[src/rtl/flagalu_pkg.sv]
package flagalu_pkg;

    localparam int unsigned ACC_W = 8;
    localparam int unsigned NIB_W = ACC_W / 2;
    localparam int unsigned PAIR_W = 2 * ACC_W;
    localparam logic [ACC_W-1:0] LITE_KEEP = {{NIB_W{1'b1}}, {NIB_W{1'b0}}};

    typedef enum logic [3:0] {
        OP_ADD = 4'd0,
        OP_SUB = 4'd1,
        OP_AND = 4'd2,
        OP_XOR = 4'd3,
        OP_OR  = 4'd4,
        OP_INC = 4'd5,
        OP_DEC = 4'd6,
        OP_CPL = 4'd7,
        OP_RRA = 4'd8
    } alu_op_e;

    // bit order matches the full-model flag byte, MSB first
    typedef struct packed {
        logic s;
        logic z;
        logic y;
        logic h;
        logic x;
        logic p;
        logic n;
        logic c;
    } flag_set_t;

    typedef struct packed {
        logic [ACC_W-1:0] res;
        flag_set_t        val;
        flag_set_t        wen;
        logic             known;
    } alu_res_t;

    typedef struct packed {
        logic [ACC_W-1:0] a;
        logic [ACC_W-1:0] f;
    } acc_state_t;

    function automatic logic [ACC_W-1:0] flag_mask(input logic lite,
                                                   input logic [ACC_W-1:0] raw);
        return lite ? (raw & LITE_KEEP) : raw;
    endfunction

endpackage

[src/rtl/flagalu_arith.sv]
module flagalu_arith
    import flagalu_pkg::*;
(
    input  logic [3:0]       op,
    input  logic [ACC_W-1:0] a,
    input  logic [ACC_W-1:0] b,
    input  logic             cin,
    output alu_res_t         o
);

    logic [ACC_W:0]   sum_w;
    logic [ACC_W:0]   dif_w;
    logic [NIB_W:0]   hsum_w;
    logic [NIB_W:0]   hdif_w;

    always_comb begin
        sum_w  = {1'b0, a} + {1'b0, b};
        dif_w  = {1'b0, a} - {1'b0, b};
        hsum_w = {1'b0, a[NIB_W-1:0]} + {1'b0, b[NIB_W-1:0]};
        hdif_w = {1'b0, a[NIB_W-1:0]} - {1'b0, b[NIB_W-1:0]};

        o       = '0;
        o.known = 1'b1;
        o.wen   = flag_set_t'(8'hFF);

        unique case (op)
            OP_ADD: begin
                o.res   = sum_w[ACC_W-1:0];
                o.val.c = sum_w[ACC_W];
                o.val.h = hsum_w[NIB_W];
                o.val.p = (a[ACC_W-1] == b[ACC_W-1]) && (o.res[ACC_W-1] != a[ACC_W-1]);
                o.val.n = 1'b0;
            end
            OP_SUB: begin
                o.res   = dif_w[ACC_W-1:0];
                o.val.c = dif_w[ACC_W];
                o.val.h = hdif_w[NIB_W];
                o.val.p = (a[ACC_W-1] != b[ACC_W-1]) && (o.res[ACC_W-1] != a[ACC_W-1]);
                o.val.n = 1'b1;
            end
            OP_AND, OP_XOR, OP_OR: begin
                if (op == OP_AND)      o.res = a & b;
                else if (op == OP_XOR) o.res = a ^ b;
                else                   o.res = a | b;
                o.val.h = (op == OP_AND);
                o.val.p = ~^o.res;
                o.val.n = 1'b0;
                o.val.c = 1'b0;
            end
            OP_INC: begin
                o.res   = a + 1'b1;
                o.val.h = &a[NIB_W-1:0];
                o.val.p = (a == {1'b0, {(ACC_W-1){1'b1}}});
                o.val.n = 1'b0;
                o.wen.c = 1'b0;
            end
            OP_DEC: begin
                o.res   = a - 1'b1;
                o.val.h = ~|a[NIB_W-1:0];
                o.val.p = (a == {1'b1, {(ACC_W-1){1'b0}}});
                o.val.n = 1'b1;
                o.wen.c = 1'b0;
            end
            OP_CPL: begin
                o.res   = ~a;
                o.val.h = 1'b1;
                o.val.n = 1'b1;
                o.wen   = flag_set_t'(8'h3A);
            end
            OP_RRA: begin
                o.res   = {cin, a[ACC_W-1:1]};
                o.val.c = a[0];
                o.val.h = 1'b0;
                o.val.n = 1'b0;
                o.wen   = flag_set_t'(8'h3B);
            end
            default: begin
                o.known = 1'b0;
                o.wen   = '0;
                o.res   = a;
            end
        endcase

        // result-derived flags; wen decides whether they land
        o.val.s = o.res[ACC_W-1];
        o.val.z = ~|o.res;
        o.val.y = o.res[5];
        o.val.x = o.res[3];
    end

endmodule

[src/rtl/flagalu_pack.sv]
module flagalu_pack
    import flagalu_pkg::*;
(
    input  logic             lite,
    input  logic [ACC_W-1:0] f_old,
    input  alu_res_t         alu,
    output logic             c_old,
    output logic [ACC_W-1:0] f_new
);

    flag_set_t old_fs;
    flag_set_t mrg_fs;

    always_comb begin
        old_fs = '0;
        if (lite) begin
            old_fs.z = f_old[7];
            old_fs.n = f_old[6];
            old_fs.h = f_old[5];
            old_fs.c = f_old[4];
        end else begin
            old_fs = flag_set_t'(f_old);
        end
        c_old = old_fs.c;

        mrg_fs = (alu.val & alu.wen) | (old_fs & ~alu.wen);

        if (lite) f_new = {mrg_fs.z, mrg_fs.n, mrg_fs.h, mrg_fs.c, {NIB_W{1'b0}}};
        else      f_new = mrg_fs;
    end

endmodule

[src/rtl/flagalu_top.sv]
module flagalu_top
    import flagalu_pkg::*;
(
    input  logic              clk,
    input  logic              rst_n,
    input  logic              lite_mode,
    input  logic              op_valid,
    input  logic [3:0]        op_code,
    input  logic [ACC_W-1:0]  operand,
    input  logic              pop_en,
    input  logic [PAIR_W-1:0] pop_word,
    output logic [ACC_W-1:0]  a_out,
    output logic [ACC_W-1:0]  f_out,
    output logic [PAIR_W-1:0] af_out
);

    acc_state_t       st_q;
    acc_state_t       st_d;
    alu_res_t         alu_w;
    logic             cin_w;
    logic [ACC_W-1:0] f_alu_w;

    flagalu_pack u_pack (
        .lite  (lite_mode),
        .f_old (st_q.f),
        .alu   (alu_w),
        .c_old (cin_w),
        .f_new (f_alu_w)
    );

    flagalu_arith u_arith (
        .op  (op_code),
        .a   (st_q.a),
        .b   (operand),
        .cin (cin_w),
        .o   (alu_w)
    );

    always_comb begin
        st_d = st_q;
        if (pop_en) begin
            st_d.a = pop_word[PAIR_W-1:ACC_W];
            st_d.f = flag_mask(lite_mode, pop_word[ACC_W-1:0]);
        end else if (op_valid && alu_w.known) begin
            st_d.a = alu_w.res;
            st_d.f = flag_mask(lite_mode, f_alu_w);
        end
    end

    always_ff @(posedge clk or negedge rst_n) begin
        if (!rst_n) st_q <= '0;
        else        st_q <= st_d;
    end

    assign a_out  = st_q.a;
    assign f_out  = st_q.f;
    assign af_out = st_q;

endmodule

[config.mk]
export PLATFORM = sky130hd
export DESIGN_NAME = flagalu_top
export DESIGN_NICKNAME = d
export VERILOG_FILES = /design/src/rtl/flagalu_pkg.sv /design/src/rtl/flagalu_arith.sv /design/src/rtl/flagalu_pack.sv /design/src/rtl/flagalu_top.sv
export SDC_FILE = /design/constraint.sdc
export NUM_CORES = 1
export LEC_CHECK = 0
export BUFFER_PORTS_ARGS = -buffer_cell sky130_fd_sc_hd__buf_4
export CORE_ASPECT_RATIO = 1.75
export CORE_MARGIN = 5
export CORE_UTILIZATION = 50
export CTS_CLUSTER_DIAMETER = 80
export DETAILED_ROUTE_END_ITERATION = 6
export GPL_TIMING_DRIVEN = 0
export PLACE_DENSITY = 0.84
export REMOVE_ABC_BUFFERS = 1
export SLEW_MARGIN = 40
export SYNTH_ARGS = -nofsm -noshare
export SYNTH_HDL_FRONTEND = slang
export SYNTH_SLANG_ARGS = --single-unit
[constraint.sdc]
create_clock -name clk -period 3 [get_ports clk]
set_input_delay 0.15 -clock clk [delete_from_list [all_inputs] [get_ports clk]]
set_output_delay 0.15 -clock clk [all_outputs]
set_load 0.01 [all_outputs]
==> results.yml, run 1 <==
layout:
  final_area_um2: 4050
  synthToLayoutAreaGrowth_pct: 22.9
  layout.cells.non_filler: 570
  nFillCells: 581
  multiInputGateArea_um2: 2680
  seqCellArea_um2: 413
  final_layout_size_suffix_gt1_share_pct: 28.7
  n_antenna_cell: 0
  nets: 554
place:
  post_dp_cell_area_um2: 3610
  port_buffers: 64
  dp_cells: 544
  dp_hpwl_um: 8360
  place_congestion: 0.972
synth:
  synth-main-ff-cell: "dfrtp_1"
  ys_seq_area_share_pct: 12.2
  yosys-top-cells-area: "dfrtp_1 (12%), ha_1 (11%), o21ai_0 (5.0%)"
  synth_commonest_cells: "nand2_1 (39), nor2_1 (36), o21ai_0 (33), a21oi_1 (29), ha_1 (29)"
  synthCells: 448
  synth_edf_count: 0
  async_flop_share_pct: 100
  yosys_warnings: 0
  yosysTopAreaCellShare_pct: 12.2
  synth_most_common_cell: "nand2_1"
  synthesis.area_um2: 3290
  syn_avg_cell_area_um2: 7.35
  yosysTopAreaCell: "dfrtp_1"
  synth_cell_type_count: 81
  ys_ff_latch: 16
sta:
  period_share_pct: 95.7
  slew_headroom_pct: 45.6
  fin_crit_ns: 2.87
  hold_violations: 0
  setup_viol: 0
  worstMarginPinSlew_ns: 0.805
  timing.fmax_ghz: 0.348
  maxSlewViolCount: 0
  whs_ns: 0.105
  skew_ns: 0.00124
  tns_ns: 0
pwr:
  total_power_mw: 1.41
  sw_frac_of_total_pct: 42.8
  irDropWorstVdd_mv: 0.334
  seq_power_share_pct: 19.5
  leakage_nw: 1.76
  p_switching_mw: 0.603
  clockPowerShare_pct: 18.3
  p_int_mw: 0.806
  powerDensity_nw_per_um2: 348
  combPwrFrac_pct: 62.2
global_route:
  grt-ovfl-total: 0
  antenna_found_initial: 0
  grt_pass1_wl_um: 17800
  grt_max_degree: 36
  grt_pass1_vias: 3640
  grt_usage_pct: 26.0
worst_setup_path:
  criticalPathCategory: "flip-flop to flip-flop"
  cp_max_fo: 9
  worst_setup_path_end_kind: "flip-flop"
  cp.required_ns: 3.19
  start_kind: "flip-flop"
  critical_path_arrival_ns: 3.06
detailed_routing:
  routed-via-count: 3731
  finalWirelength_um: 11200
  drtIter0Drc: 268
  antenna_left: 0
  drcViolationCount: 0
  vias_per_cell: 6.55
  routedWlPerCell_um: 19.7
  drt_pass1_iterations: 5
floorplanning:
  placementRows: 39
  die_y_um: 117
  fp.dieArea_um2: 8380
  initial_core_util_pct: 50.8
  io_pins: 65
  die_w_um: 71.4
  core-area_um2: 6490
clocking:
  root_buffer: "clkbuf_16"
  cts_tree: "done"
  worstSkewPairLatency_ns: 0.25
  clockBufferDepth: 2
  cts_sinks: 16
  htree_levels: 1
  clk_pin_slew_worst_paths_ns: 0.05
  cts_buffers: 3
run:
  cap_violations: 0
hold_path:
  hold_class: "primary input to flip-flop"
status:
  status: "finished, final reports clean"
-- per-layer routing --
metal	routed length, µm	track usage, %	up-vias
met3	641	2.65	63
met4	903	19.4	0
li1	-	-	1715
met1	3990	28.9	1759
met5	0	0	-
met2	5680	44.2	194
-- cell type report --
type / count / share of cell area (%)
Inverter: 26 / 2.53
Sequential cell: 16 / 10.2
Multi-Input combinational cell: 356 / 66.3
Tap cell: 82 / 2.53
Timing Repair Buffer: 87 / 16.6
Clock buffer: 3 / 1.85
-- worst paths after layout --
check                                     start              endpoint  slack, ns  cells past startpoint
setup / recovery           a_out[2]$_DFFE_PN0P_  f_out[7]$_DFFE_PN0P_       0.13                     10
hold / removal                      pop_word[3]  f_out[3]$_DFFE_PN0P_       0.11                      3
setup reg to reg           a_out[2]$_DFFE_PN0P_  f_out[7]$_DFFE_PN0P_       0.13                     10
hold reg to reg            f_out[5]$_DFFE_PN0P_  f_out[5]$_DFFE_PN0P_       0.62                      2
max in group asynchronous                 rst_n  a_out[1]$_DFFE_PN0P_       2.49                      2
min in group asynchronous                 rst_n  f_out[5]$_DFFE_PN0P_       0.30                      2
-- layout by cell type (no fill, tap or decap), types with 4 or more instances in the layout --
master and instances:
xnor2_1 18, a221oi_1 5, nand2_1 39, nor3_1 10
mux2i_1 8, buf_4 84, a21o_1 9, dfrtp_1 8
o22ai_1 8, nor2b_1 6, o211ai_1 4, xor2_1 4
o21a_1 5, ha_1 25, a21oi_1 29, a31oi_1 6
inv_1 22, o21ai_0 31, o221ai_1 4, and3_1 5
nand3_1 8, nor2_1 36, dfrtp_2 7
-- worst max-delay path: stages, from the launching register on --
cell       delay (ns)
dfrtp_2          0.36
clkinv_2         0.14
ha_2             0.45
inv_1            0.11
and3_1           0.20
a2111oi_2        0.40
nand3_1          0.12
a22o_1           0.27
a21o_1           0.19
a2111oi_4        0.36
a41o_1           0.20
-- stage by stage --
stage | utilization (%) | setup WS, ns
2_1_floorplan | - | -0.122
3_3_place_gp | 55.4 | -0.753
3_5_place_dp | 55.7 | -0.780
4_1_cts | 59.1 | 0.0136
5_1_grt | 62.4 | -0.00639
6_report | 62.4 | 0.130
-- registers in the layout, summed over array words and instances (netlist names) --
register,flops
a_out,8
f_out,8
-- power by group through the flow --
stage | clock (mW) | sequential [mW] | combinational, mW
3_3_place_gp | 0 | 0.305 | 0.700
2_1_floorplan | 0 | 0.312 | 0.431
3_5_place_dp | 0 | 0.308 | 0.711
4_1_cts | 0.260 | 0.290 | 0.781
6_report | 0.258 | 0.275 | 0.877
5_1_grt | 0.266 | 0.279 | 0.948
-- repair_timing --
action                                  CTS  global route
hold buffers                              1             0
setup buffers                             9            13
pin swaps                                 4             6
endpoints found under the setup margin   11             6
resized for setup                        23            22
hold endpoints to repair                 16             0
-- cell families after synthesis --
| group | synth area share, % |
|---|---|
| muxes | 3.76 |
| xor gates and xnor gates | 5.85 |
| and+or+nand+nor | 21.8 |
| adders and majority gates | 12.2 |
| AOI/OAI and AO/OA | 32.7 |
| DFF | 12.2 |
| buffers and inverters | 11.5 |
(Power assumes the default switching activity.)
==> run 2, diff against run 1 <==
- SYNTH_HIERARCHICAL: default -> 1
==> run 2 against run 1 <==
Synthesized area up 10%. Largest cell class unchanged. Sequential power shrank 1%. Clock power is 16% higher. Sequential cell count is the same. Register-to-register slack worse by 0.38 ns. Largest power group unchanged. Critical endpoint unchanged. Fmax fell by 12%. Cell area is 17% higher. First-iteration DRC count increased by 110%. Utilization rose by 3.9 points. Combinational power is 25% higher. Sequential share of layout area fell by 1.5 points. The flow now finishes with violations (negative setup slack). Clock-buffer cell count rose by 1.
==> results.yml, run 2 <==
status:
  status: "complete, but fails checks"
  violations: "negative setup slack"
sta:
  skew_ns: 0.000878
  slew_headroom_pct: 37.2
  period_share_pct: 108
  worstMarginPinSlew_ns: 0.933
  fin_crit_ns: 3.25
  setup_viol: 3
  hold_violations: 0
  timing.fmax_ghz: 0.308
  setup_ws_ns: -0.252
  maxSlewViolCount: 0
  rsz0062_at_grt: "true"
worst_setup_path:
  slowest_delay_ns: 0.42
  cp_max_fo: 3
  cpLargestDelayFamily: "compound AO/OA/AOI/OAI gates"
  regToRegSetupSlack_ns: -0.25
  cp.depth: 15
  crit_buf_inv: 3
  ff2ff_path_depth: 15
  path_cells: "buf_6 -> ha_4 -> buf_4 -> a211oi_4 -> nor4_2 -> nor4_1 -> buf_4 -> and3_1 -> a2bb2oi_2 -> o211ai_1 -> a2111oi_4 -> mux2i_1 -> mux2i_1 -> mux2i_1 -> o21ai_1"
  criticalPathCategory: "flip-flop to flip-flop"
  cp.required_ns: 3.18
  crit_top_cell: "mux2i_1"
  worst_setup_path_end_kind: "flip-flop"
  cp_slowest_cell: "dfrtp_2"
  critical_path_arrival_ns: 3.44
  start_kind: "flip-flop"
detailed_routing:
  routedWlPerCell_um: 21.5
  finalWirelength_um: 13000
  drcViolationCount: 0
  routed-via-count: 4163
  vias_per_cell: 6.88
  drtIter0Drc: 560
  drt_pass1_iterations: 5
  antenna_left: 0
global_route:
  antenna_found_initial: 0
  grt_pass1_vias: 3950
  grt-ovfl-total: 0
  grt_pass1_wl_um: 18800
  grt_usage_pct: 26.2
  grt_max_degree: 33
layout:
  nFillCells: 530
  nets: 584
  final_common_cell: "buf_4"
  final_util_pct: 66.3
  synthToLayoutAreaGrowth_pct: 30.2
  n_antenna_cell: 0
  final_layout_size_suffix_gt1_share_pct: 35.8
  final_cell_mix: "buf_4 (90), mux2i_1 (43), nand2_1 (33)"
floorplanning:
  placementRows: 41
  core-area_um2: 7130
  io_pins: 65
  die_y_um: 123
  initial_core_util_pct: 50.9
  fp.dieArea_um2: 9140
  die_w_um: 74.4
clocking:
  cts_tree: "done"
  clockBufferDepth: 2
  worstSkewPairLatency_ns: 0.26
  clk_pin_slew_worst_paths_ns: 0.05
  cts_buffers: 3
  cts_sinks: 16
  htree_levels: 1
  root_buffer: "clkbuf_16"
place:
  port_buffers: 64
  dp_hpwl_um: 8370
  place_congestion: 0.959
synth:
  ys_ff_latch: 16
  synth-main-ff-cell: "dfrtp_1"
  syn_avg_cell_area_um2: 7.70
  yosysTopAreaCell: "mux2i_1"
  synth_most_common_cell: "mux2i_1"
  synthesis.area_um2: 3630
  yosys-top-cells-area: "mux2i_1 (12%), dfrtp_1 (11%), ha_1 (10%)"
  synth_edf_count: 0
  ys_seq_area_share_pct: 11.0
  yosysTopAreaCellShare_pct: 11.8
  synth_commonest_cells: "mux2i_1 (43), nand2_1 (33), inv_1 (31), ha_1 (29), buf_4 (27)"
  yosys_warnings: 6
  synth_cell_type_count: 79
  async_flop_share_pct: 100
  synthCells: 472
pwr:
  seq_power_share_pct: 16.3
  clockPowerShare_pct: 17.8
  combPwrFrac_pct: 65.9
  irDropWorstVdd_mv: 0.417
  p_switching_mw: 0.721
  p_int_mw: 0.949
  total_power_mw: 1.67
  powerDensity_nw_per_um2: 353
  sw_frac_of_total_pct: 43.2
  leakage_nw: 2.07
run:
  cap_violations: 0
hold_path:
  hold_class: "primary input to flip-flop"
  hold_depth: 3
==> run 2: worst paths after layout <==
check | from | to
worst min-delay path | pop_word[11] | a_out[3]$_DFFE_PN0P_
max in group asynchronous | rst_n | a_out[2]$_DFFE_PN0P_
min in group asynchronous | rst_n | f_out[5]$_DFFE_PN0P_
worst max-delay path | a_out[0]$_DFFE_PN0P_ | f_out[7]$_DFFE_PN0P_
worst min register to register | f_out[6]$_DFFE_PN0P_ | f_out[6]$_DFFE_PN0P_
worst max register to register | a_out[0]$_DFFE_PN0P_ | f_out[7]$_DFFE_PN0P_
==> run 2: logic make-up (layout without fill, tap and decap cells) <==
logic type | Yosys count | in the layout | share of synthesized area (%)
compound gates | 135 | 135 | 26.2
fa+ha+maj | 31 | 31 | 11.1
xor+xnor | 15 | 15 | 3.62
simple gates | 138 | 138 | 21.8
buf+inv | 92 | 139 | 13.6
flops | 16 | 16 | 11.0
mux | 45 | 45 | 12.7
==> run 2: final cells by class <==
cell class,instances,area [µm²],area share [%]
repair buffers,103,908,19.2
well taps,86,108,2.28
flip-flops and latches,16,413,8.73
inverters,32,123,2.59
clock buffers,4,88.8,1.88
multi-input cells,364,3090,65.3
==> run 2: stage by stage <==
step / hold slack [ns] / worst slack [ns] / cell area, µm² / setup TNS (ns) / cells
after CTS: 0.0973 / -0.163 / 4380 / -0.275 / 590
after detailed placement: 0.0235 / -1.07 / 3870 / -6.42 / 562
after global routing: 0.113 / -0.389 / 4730 / -1.17 / 605
after floorplan: -0.146 / -0.458 / 3260 / -0.889 / 412
final: 0.0999 / -0.252 / 4730 / -0.447 / 605
after global placement: 0.0180 / -1.09 / 3850 / -6.63 / 562
==> run 2: power groups by stage <==
stage / Sequential, mW / Combinational [mW] / Clock (mW)
3_5_place_dp: 0.320 / 0.771 / 0
3_3_place_gp: 0.317 / 0.745 / 0
5_1_grt: 0.275 / 1.17 / 0.307
2_1_floorplan: 0.319 / 0.482 / 0
6_report: 0.271 / 1.10 / 0.298
4_1_cts: 0.270 / 0.968 / 0.304
==> run 2: worst register-to-register path, delay by kind of cell (launching register included) <==
| kind | cells | cell delay [ns] |
|---|---|---|
| buffers and inverters | 3 | 0.46 |
| adders and majority gates | 1 | 0.15 |
| AOI/OAI and AO/OA | 5 | 1.13 |
| DFF | 1 | 0.42 |
| muxes | 3 | 0.42 |
| and+or+nand+nor | 3 | 0.60 |
==> run 2: repair_timing <==
action	4_1_cts	5_1_grt
gates resized for setup	58	36
pin swaps	23	25
gates cloned	0	3
setup endpoints to repair	12	6
buffers inserted	23	12
hold endpoints to repair	16	0
hold buffers	1	0
==> run 2: routing by layer <==
layer  up-vias  GRT usage (%)  share of wire (%)
met5         -              0                  0
met4         0           18.7                9.1
li1       1802              -                  -
met2       331           47.0                 50
met3       113           3.11                8.1
met1      1917           26.9                 33
